[config.mk]
export PLATFORM = sky130hd
export DESIGN_NAME = rbuf_bank_seq
export DESIGN_NICKNAME = d
export VERILOG_FILES = /design/src/rtl/rbuf_pkg.sv /design/src/rtl/rbuf_classify.sv /design/src/rtl/rbuf_gap_timer.sv /design/src/rtl/rbuf_bank_seq.sv
export SDC_FILE = /design/constraint.sdc
export NUM_CORES = 1
export LEC_CHECK = 0
export BUFFER_PORTS_ARGS = -buffer_cell sky130_fd_sc_hd__buf_2
export CORE_UTILIZATION = 37
export CTS_BUF_LIST = sky130_fd_sc_hd__clkbuf_4 sky130_fd_sc_hd__clkbuf_8
export DETAILED_ROUTE_END_ITERATION = 10
export PLACE_DENSITY = 0.57
export SYNTH_ARGS = -nofsm -noshare
export SYNTH_HDL_FRONTEND = slang
export SYNTH_SLANG_ARGS = --single-unit
[constraint.sdc]
create_clock -name clk -period 1.84 [get_ports clk]
set_input_delay 0.184 -clock clk [delete_from_list [all_inputs] [get_ports clk]]
set_output_delay 0.184 -clock clk [all_outputs]
set_load 0.005 [all_outputs]
[src/rtl/rbuf_pkg.sv]
// Shared command and class encodings for the bank sequencer.
// Assumes: encodings are fixed and visible at the ports.
package rbuf_pkg;

    typedef enum logic [1:0] {
        OP_ACT = 2'b00,
        OP_RD  = 2'b01,
        OP_WR  = 2'b10,
        OP_PRE = 2'b11
    } cmd_op_e;

    typedef enum logic [1:0] {
        CLS_CLOSED   = 2'b00,
        CLS_HIT      = 2'b01,
        CLS_CONFLICT = 2'b10
    } row_class_e;

    typedef enum logic [2:0] {
        S_IDLE,
        S_PRE,
        S_ACT,
        S_COL,
        S_CLOSE
    } seq_state_e;

endpackage

[src/rtl/rbuf_classify.sv]
// Classifies a request row against the row-buffer state.
// Assumes: open_row_i is meaningful only while open_i is 1.
module rbuf_classify
    import rbuf_pkg::*;
#(
    parameter int ROW_W = 14
) (
    input  logic             open_i,
    input  logic [ROW_W-1:0] open_row_i,
    input  logic [ROW_W-1:0] req_row_i,
    output row_class_e       class_o
);

    // Purpose: pick closed, hit or conflict from the open flag and the row compare.
    always_comb begin
        if (!open_i)
            class_o = CLS_CLOSED;
        else if (open_row_i == req_row_i)
            class_o = CLS_HIT;
        else
            class_o = CLS_CONFLICT;
    end

endmodule

[src/rtl/rbuf_gap_timer.sv]
// Down-counter enforcing a minimum spacing of GAP cycles after an event.
// Assumes: GAP >= 1; clear_o is 1 when GAP cycles have passed since start_i.
module rbuf_gap_timer #(
    parameter int GAP = 4
) (
    input  logic clk,
    input  logic rst_n,
    input  logic start_i,
    output logic clear_o
);

    localparam int CW = $clog2(GAP) + 1;
    localparam logic [CW-1:0] LOAD = CW'(GAP - 1);

    logic [CW-1:0] cnt_q;

    // Purpose: load on the event, count down to zero, hold at zero.
    always_ff @(posedge clk) begin
        if (!rst_n)
            cnt_q <= '0;
        else if (start_i)
            cnt_q <= LOAD;
        else if (cnt_q != '0)
            cnt_q <= cnt_q - 1'b1;
    end

    assign clear_o = (cnt_q == '0);

endmodule

[src/rtl/rbuf_bank_seq.sv]
// Per-bank row-buffer command sequencer.
// Takes one request at a time, classes it against the open row and walks
// precharge / activate / column / closing-precharge as required, issuing each
// command as soon as the activate-to-column and column-to-precharge gaps allow.
// Assumes: T_RCD >= 1, T_RTP >= 1; policy and hint are sampled at acceptance.
module rbuf_bank_seq
    import rbuf_pkg::*;
#(
    parameter int ROW_W = 14,
    parameter int COL_W = 10,
    parameter int T_RCD = 4,
    parameter int T_RTP = 3
) (
    input  logic             clk,
    input  logic             rst_n,
    input  logic             policy_closed_i,
    input  logic             req_valid_i,
    output logic             req_ready_o,
    input  logic [ROW_W-1:0] req_row_i,
    input  logic [COL_W-1:0] req_col_i,
    input  logic             req_write_i,
    input  logic             req_keep_i,
    output logic             cmd_valid_o,
    output logic [1:0]       cmd_op_o,
    output logic [ROW_W-1:0] cmd_row_o,
    output logic [COL_W-1:0] cmd_col_o,
    output logic             class_valid_o,
    output logic [1:0]       class_o,
    output logic             done_o
);

    seq_state_e       state_q;
    logic             open_q;
    logic [ROW_W-1:0] open_row_q;
    logic [ROW_W-1:0] tgt_row_q;
    logic [COL_W-1:0] col_q;
    logic             wr_q;
    logic             close_after_q;
    row_class_e       cls_now;
    row_class_e       cls_q;
    logic             cls_vld_q;
    logic             done_q;
    logic             act_clear;
    logic             col_clear;
    logic             accept;
    logic             issue;
    logic             issue_act;
    logic             issue_col;
    cmd_op_e          op_now;

    rbuf_classify #(.ROW_W(ROW_W)) u_cls (
        .open_i     (open_q),
        .open_row_i (open_row_q),
        .req_row_i  (req_row_i),
        .class_o    (cls_now)
    );

    rbuf_gap_timer #(.GAP(T_RCD)) u_rcd (
        .clk     (clk),
        .rst_n   (rst_n),
        .start_i (issue_act),
        .clear_o (act_clear)
    );

    rbuf_gap_timer #(.GAP(T_RTP)) u_rtp (
        .clk     (clk),
        .rst_n   (rst_n),
        .start_i (issue_col),
        .clear_o (col_clear)
    );

    assign req_ready_o = (state_q == S_IDLE);
    assign accept      = req_ready_o && req_valid_i;

    // Purpose: decide whether the command of the current state may go out.
    always_comb begin
        case (state_q)
            S_PRE, S_CLOSE: issue = col_clear;
            S_ACT:          issue = 1'b1;
            S_COL:          issue = act_clear;
            default:        issue = 1'b0;
        endcase
    end

    // Purpose: map state to command code.
    always_comb begin
        case (state_q)
            S_ACT:   op_now = OP_ACT;
            S_COL:   op_now = wr_q ? OP_WR : OP_RD;
            default: op_now = OP_PRE;
        endcase
    end

    assign issue_act   = issue && (state_q == S_ACT);
    assign issue_col   = issue && (state_q == S_COL);
    assign cmd_valid_o = issue;
    assign cmd_op_o    = op_now;
    assign cmd_row_o   = (state_q == S_PRE) ? open_row_q : tgt_row_q;
    assign cmd_col_o   = col_q;

    // Purpose: latch the request and choose the first command state.
    always_ff @(posedge clk) begin
        if (!rst_n) begin
            tgt_row_q     <= '0;
            col_q         <= '0;
            wr_q          <= 1'b0;
            close_after_q <= 1'b0;
            cls_q         <= CLS_CLOSED;
            cls_vld_q     <= 1'b0;
        end else begin
            cls_vld_q <= accept;
            if (accept) begin
                tgt_row_q     <= req_row_i;
                col_q         <= req_col_i;
                wr_q          <= req_write_i;
                close_after_q <= policy_closed_i && !req_keep_i;
                cls_q         <= cls_now;
            end
        end
    end

    // Purpose: sequence states and track the open row as commands issue.
    always_ff @(posedge clk) begin
        if (!rst_n) begin
            state_q    <= S_IDLE;
            open_q     <= 1'b0;
            open_row_q <= '0;
            done_q     <= 1'b0;
        end else begin
            done_q <= 1'b0;
            case (state_q)
                S_IDLE: if (accept) begin
                    case (cls_now)
                        CLS_HIT:      state_q <= S_COL;
                        CLS_CONFLICT: state_q <= S_PRE;
                        default:      state_q <= S_ACT;
                    endcase
                end
                S_PRE: if (issue) begin
                    open_q  <= 1'b0;
                    state_q <= S_ACT;
                end
                S_ACT: begin
                    open_q     <= 1'b1;
                    open_row_q <= tgt_row_q;
                    state_q    <= S_COL;
                end
                S_COL: if (issue) begin
                    if (close_after_q) begin
                        state_q <= S_CLOSE;
                    end else begin
                        state_q <= S_IDLE;
                        done_q  <= 1'b1;
                    end
                end
                S_CLOSE: if (issue) begin
                    open_q  <= 1'b0;
                    state_q <= S_IDLE;
                    done_q  <= 1'b1;
                end
                default: state_q <= S_IDLE;
            endcase
        end
    end

    assign class_valid_o = cls_vld_q;
    assign class_o       = cls_q;
    assign done_o        = done_q;

    // Independent age counters used only by the assertions below.
    localparam int AW = $clog2(T_RCD + T_RTP + 1) + 1;
    logic [AW-1:0] act_age_q;
    logic [AW-1:0] col_age_q;

    // Purpose: saturating cycle counts since the last activate / column command.
    always_ff @(posedge clk) begin
        if (!rst_n) begin
            act_age_q <= AW'(T_RCD);
            col_age_q <= AW'(T_RTP);
        end else begin
            if (cmd_valid_o && cmd_op_o == OP_ACT)
                act_age_q <= AW'(1);
            else if (act_age_q < AW'(T_RCD))
                act_age_q <= act_age_q + 1'b1;
            if (cmd_valid_o && (cmd_op_o == OP_RD || cmd_op_o == OP_WR))
                col_age_q <= AW'(1);
            else if (col_age_q < AW'(T_RTP))
                col_age_q <= col_age_q + 1'b1;
        end
    end

    p_rcd_gap_r8: assert property (@(posedge clk) disable iff (!rst_n)
        (cmd_valid_o && (cmd_op_o == OP_RD || cmd_op_o == OP_WR)) |-> act_age_q >= AW'(T_RCD));

    p_rtp_gap_r9: assert property (@(posedge clk) disable iff (!rst_n)
        (cmd_valid_o && cmd_op_o == OP_PRE) |-> col_age_q >= AW'(T_RTP));

    p_idle_silent_r12: assert property (@(posedge clk) disable iff (!rst_n)
        req_ready_o |-> !cmd_valid_o);

    p_done_after_cmd_r11: assert property (@(posedge clk) disable iff (!rst_n)
        done_o |-> ($past(cmd_valid_o) && req_ready_o));

    p_act_on_closed_r3: assert property (@(posedge clk) disable iff (!rst_n)
        (cmd_valid_o && cmd_op_o == OP_ACT) |-> !open_q);

    p_pre_then_act_r10: assert property (@(posedge clk) disable iff (!rst_n)
        (cmd_valid_o && cmd_op_o == OP_PRE && !req_ready_o && state_q == S_PRE)
        |=> (cmd_valid_o && cmd_op_o == OP_ACT));

endmodule

== Yosys cells after proc, flatten, opt, wreduce, memory -nomap -nowiden ==
Cells that the tools add are included.

* Bits in registers: 54
* Bits of input ports: 30
* Word-level logic and storage cells: 70

* Add/subtract/negate cells: 2
* Equal/unequal tests: 12
* Multiplexer cells: 23
* Bitwise gates (word level): 1
* Reductions and logical operators: 18

{| class="wikitable"
|+ Operators by type and width
! operator !! number
|-
| 3-bit 2-to-1 mux || 5
|-
| 3-bit case mux with 5 select lines || 1
|-
| 14-bit == test || 1
|-
| 14-bit 2-to-1 mux || 1
|-
| 2-bit 2-to-1 mux || 7
|-
| 3-bit logical NOT || 3
|-
| 2-bit case mux with 2 select lines || 2
|-
| 3-bit by 2-bit == test with 1-bit output (second input constant) || 2
|-
| 2-bit != test (second input constant) || 3
|-
| 2-bit nonzero test || 3
|-
| 3-bit nonzero test || 2
|-
| 2-bit OR reduction || 3
|-
| 3-bit by 1-bit subtractor with 3-bit output (second input constant) || 2
|-
| 1-bit logical AND || 4
|-
| 1-bit 2-to-1 mux || 4
|-
| 2-bit by 1-bit != test with 1-bit output (second input constant) || 2
|-
| 1-bit case mux with 2 select lines || 2
|-
| 4-bit AND reduction || 1
|-
| 3-bit by 1-bit == test with 1-bit output (second input constant) || 1
|-
| 3-bit == test (second input constant) || 1
|-
| 1-bit case mux with 3 select lines || 1
|-
| 2-bit by 1-bit == test with 1-bit output (second input constant) || 1
|-
| 2-bit == test (second input constant) || 1
|-
| 2-bit AND reduction || 1
|-
| other kinds (2) || 2
|}

== Depth between registers and ports, before layout ==
* Depth after elaboration: 7
* Mapped depth: 7
* Gate-level depth less buffers: 6

== Cells and area by module ==
From an unflattened synthesis, not the netlist that was laid out.

* Cells, all modules: 300
* Area total of the unflattened synthesis: 2627.5 sq um

{| class="wikitable"
|+ By module, submodules not included
! module !! instances !! cells an instance !! area each (sq um) !! sequential area each (sq um)
|-
| rbuf_bank_seq || 1 || 246 || 2113.3 || 960.9
|-
| rbuf_gap_timer at u_rcd || 1 || 18 || 178.9 || 60.1
|-
| rbuf_classify || 1 || 21 || 177.7 || 0.0
|-
| rbuf_gap_timer at u_rtp || 1 || 15 || 157.7 || 60.1
|}

== Least setup slack after synthesis ==
OpenSTA, ideal clock, no wires.

* Kind: flip-flop to output port
* Start: reg state_q[0]
* End: out cmd_row_o[10]
* Arrival time: 1.353 ns
* Data required time: 1.656 ns
* Setup slack: 0.303 ns
* Cell stages (with the launch flop): 6
* Path through: dfxtp_1 -> buf_2 -> inv_1 -> nor3_4 -> buf_4 -> mux2_2

* Word-level cells in the longest chain between the ends: 2

{| class="wikitable"
|+ Ends and longest elaborated chain
! item !! RTL line !! RTL
|-
| start, declared || rbuf_bank_seq.sv:32 || <nowiki>seq_state_e state_q;</nowiki>
|-
| start signal, assigned || rbuf_bank_seq.sv:125 || <nowiki>state_q <= S_IDLE;</nowiki>
|-
| start signal, assigned || rbuf_bank_seq.sv:134 || <nowiki>CLS_HIT: state_q <= S_COL;</nowiki>
|-
| start signal, assigned || rbuf_bank_seq.sv:135 || <nowiki>CLS_CONFLICT: state_q <= S_PRE;</nowiki>
|-
| 3-bit by 1-bit == test with 1-bit output || rbuf_bank_seq.sv:98 || <nowiki>assign cmd_row_o = (state_q == S_PRE) ? open_row_q : tgt_row_q;</nowiki>
|-
| 14-bit 2-to-1 mux || rbuf_bank_seq.sv:98 ||
|-
| end, declared || rbuf_bank_seq.sv:25 || <nowiki>output logic [ROW_W-1:0] cmd_row_o,</nowiki>
|}

Every way passes these cells.

== Final worst setup path ==
* Start: reg state_q[1]
* End: out cmd_row_o[4]

The elaborated chain is that of the path after synthesis.

==> impl_metrics.toml <==
[detailed_routing]
vias = 2190
wirelength_mm = 6.17
postRouteAntennaNets = 0
first_iter_violations = 97
avgRoutedWirePerCell_um = 14.1
avgViaCountPerCell = 5.00
first_pass_iters = 4
drc = 0

[timing]
fin_crit_ps = 1820
timing.final.crit_share_pct = 99.1
worst-slew-pin-transition_ps = 590
fin_skew_ps = 4.97
rsz0062_at_grt = "yes"
slew_headroom_pct = 60.7
fmax_mhz = 549
hold_violations = 0
drv_slew = 0
whs_ps = 106
setup_viol = 0

[cts]
clk_latency_ps = 310
cts_buffers = 5
clk_pin_slew_ps = 100
cts_buffer_depth = 2
clkSinkCount = 54
cts_tree = "done"
cts_root_buf = "clkbuf_8"
cts_max_level = 2
hold_buffers = 0

[setup_path]
cp.arrival_ps = 1640
startpoint_type = "flip-flop"
worstReg2RegStart = "state_q[2]"
rrSetupSlack_ps = 240
criticalPathCategory = "flip-flop to primary output"
end_kind = "primary output"
r2r-end = "tgt_row_q[7]"
cp.required_ps = 1660
rr_worst_depth = 6
worstPathMaxFanout = 7

[run]
cap_violations = 0

[placement]
place_congestion = 0.774
dp_cells = 422
port_buffers = 61
dp_hpwl_mm = 3.99

[floorplanning]
num_io_pins = 62
die_h_um = 85.2
die-area_um2 = 7260
rows = 29
start_util_pct = 39.2
core_um2 = 6530
die_w_um = 85.2

[cells_and_area]
final_cell_mix = "87 x nand2_1, 51 x dfxtp_1, 48 x buf_2"
final_util_pct = 50.7
regArea_um2 = 1090
drive_gt1_share_pct = 30.5
multiInputGateArea_um2 = 1410
stdcell_count = 438
final_common_cell = "nand2_1"
fin_nets = 392
n_antenna_cell = 0
fillers = 632
area_delta_synth_final_pct = 29.3

[global_routing]
grt_pass1_wl_mm = 10.1
track_usage_pct = 17.8
antenna_found_initial = 0
grt_pass1_vias = 2070
overflow = 0
grt_max_degree = 36

[synth]
synth_area_per_cell_um2 = 8.69
synth_nets = 327
ys_seq_elements = 54
synth_cell_types = 40
netlist_area_um2 = 2560
ys.warnings.count = 0
yosysSeqAreaShare_pct = 42.2
syn_inst = 295

[power_and_ir_drop]
ir_worst_vdd_uv = 387
p_per_area_nw_per_um2 = 1030
p_leak_nw = 1.40

[run_status]
status = "complete, no violations"

[hold_path]
hold_path_end = "cmd_col_o[3]"
hold_depth = 3
hold_class = "input pin to flip-flop"
hp-start = "req_col_i[3]"
per-stage QoR:
| stage | setup slack [ps] | instance area, um2 | setup TNS, ps | total power [mW] |
|---|---|---|---|---|
| after global routing | -30.8 | 3310 | -247 | 3.63 |
| after CTS | 1.78 | 3160 | 0 | 3.33 |
| after global placement | 193 | 2980 | 0 | 2.53 |
| final | 17.3 | 3310 | 0 | 3.41 |
| after detailed placement | 98.6 | 2980 | 0 | 2.53 |
| after floorplan | 303 | 2560 | 0 | 2.15 |
report_power, final:
group	leakage, nW	internal [mW]	switching (mW)
registers	0.443	1.31	0.0970
clock network	0.0517	0.320	0.392
logic	0.908	0.652	0.640
total	1.40	2.28	1.13
cell type report:
class	instances	share of cell area [%]
Tap cell	77	2.91
Clock buffer	7	2.72
Timing Repair Buffer	78	18.4
Sequential cell	54	33.0
Inverter	4	0.453
Clock inverter	1	0.151
Multi-Input combinational cell	217	42.4
cells in the mapped netlist:
master,number,area [um2]
buf_4,4,30.0
a211oi_1,1,7.51
a32o_1,1,10.0
o21ai_0,5,25.0
buf_2,5,25.0
nand2_2,1,6.26
nor2b_1,3,18.8
a21boi_1,3,22.5
dfxtp_1,54,1080
o21a_1,1,7.51
nand3_1,3,15.0
mux2i_1,1,10.0
nand2_1,87,327
and3_1,3,18.8
and2_1,3,18.8
nor3_4,2,32.5
nor2_1,6,22.5
o21ba_1,1,10.0
ha_1,2,25.0
nor3_1,3,15.0
nor4_4,1,21.3
nor2b_2,1,8.76
buf_1,1,3.75
a21oi_1,6,30.0
xor2_1,14,123
a311oi_1,1,8.76
clkbuf_1,7,26.3
buf_6,3,33.8
nor4_1,3,18.8
o22ai_1,2,12.5
a21boi_0,39,293
nor3b_1,3,22.5
mux2_2,14,158
a31oi_1,1,6.26
nor4b_2,1,15.0
inv_1,4,15.0
nand3b_1,1,7.51
xnor2_1,2,17.5
a22oi_1,1,7.51
nand4_1,1,6.26
kinds of logic (layout without fill, tap and decap cells):
kind of cell / count (synthesis) / after routing / synth area share, %
simple gates: 122 / 122 / 22.4
xor+xnor: 16 / 16 / 5.47
mux: 15 / 15 / 6.54
compound gates: 62 / 62 / 17.2
buf+inv: 24 / 90 / 5.22
fa+ha+maj: 2 / 2 / 0.976
flops: 54 / 54 / 42.2
routing by layer:
metal	share of wire [%]	vias to the layer above	global-route usage [%]
li1	-	1112	-
met1	48	1027	23.5
met2	46	45	29.1
met3	4.8	6	3.99
met4	1.2	0	5.08
met5	0	-	0
critical path: stages, from the launching register on:
cell and delay (ps):
dfxtp_4 390, nor3_4 230, buf_12 150, buf_12 130, mux2_4 320, buf_6 120
how the worst max path moves through the flow:
stage / start / endpoint / slack (ps) / depth (start not counted)
2_1_floorplan: state_q[0] / cmd_row_o[10] / 300 / 5
3_3_place_gp: state_q[1] / open_row_q[3] / 190 / 5
3_5_place_dp: state_q[1] / open_row_q[6] / 100 / 5
4_1_cts: u_rtp.cnt_q[2] / cmd_valid_o / 2 / 4
5_1_grt: state_q[1] / cmd_row_o[4] / -30 / 5
6_report: state_q[1] / cmd_row_o[4] / 20 / 5
sequential cells by signal, indices dropped and copies added, names as in the netlist:
name and count:
class_o 2, class_valid_o 1, close_after_q 1, cmd_col_o 10
done_o 1, open_q 1, open_row_q 14, state_q 3
tgt_row_q 14, u_rcd.cnt_q 3, u_rtp.cnt_q 3, wr_q 1
repair_timing:
| action | 4_1_cts | 5_1_grt |
|---|---|---|
| gates resized for setup | 8 | 28 |
| setup buffers | 5 | 2 |
| pin swaps | 2 | 2 |
| endpoints found under the setup margin | 16 | 15 |
| cloned | 1 | 0 |
No activity file was read; power rests on OpenSTA's default activity.
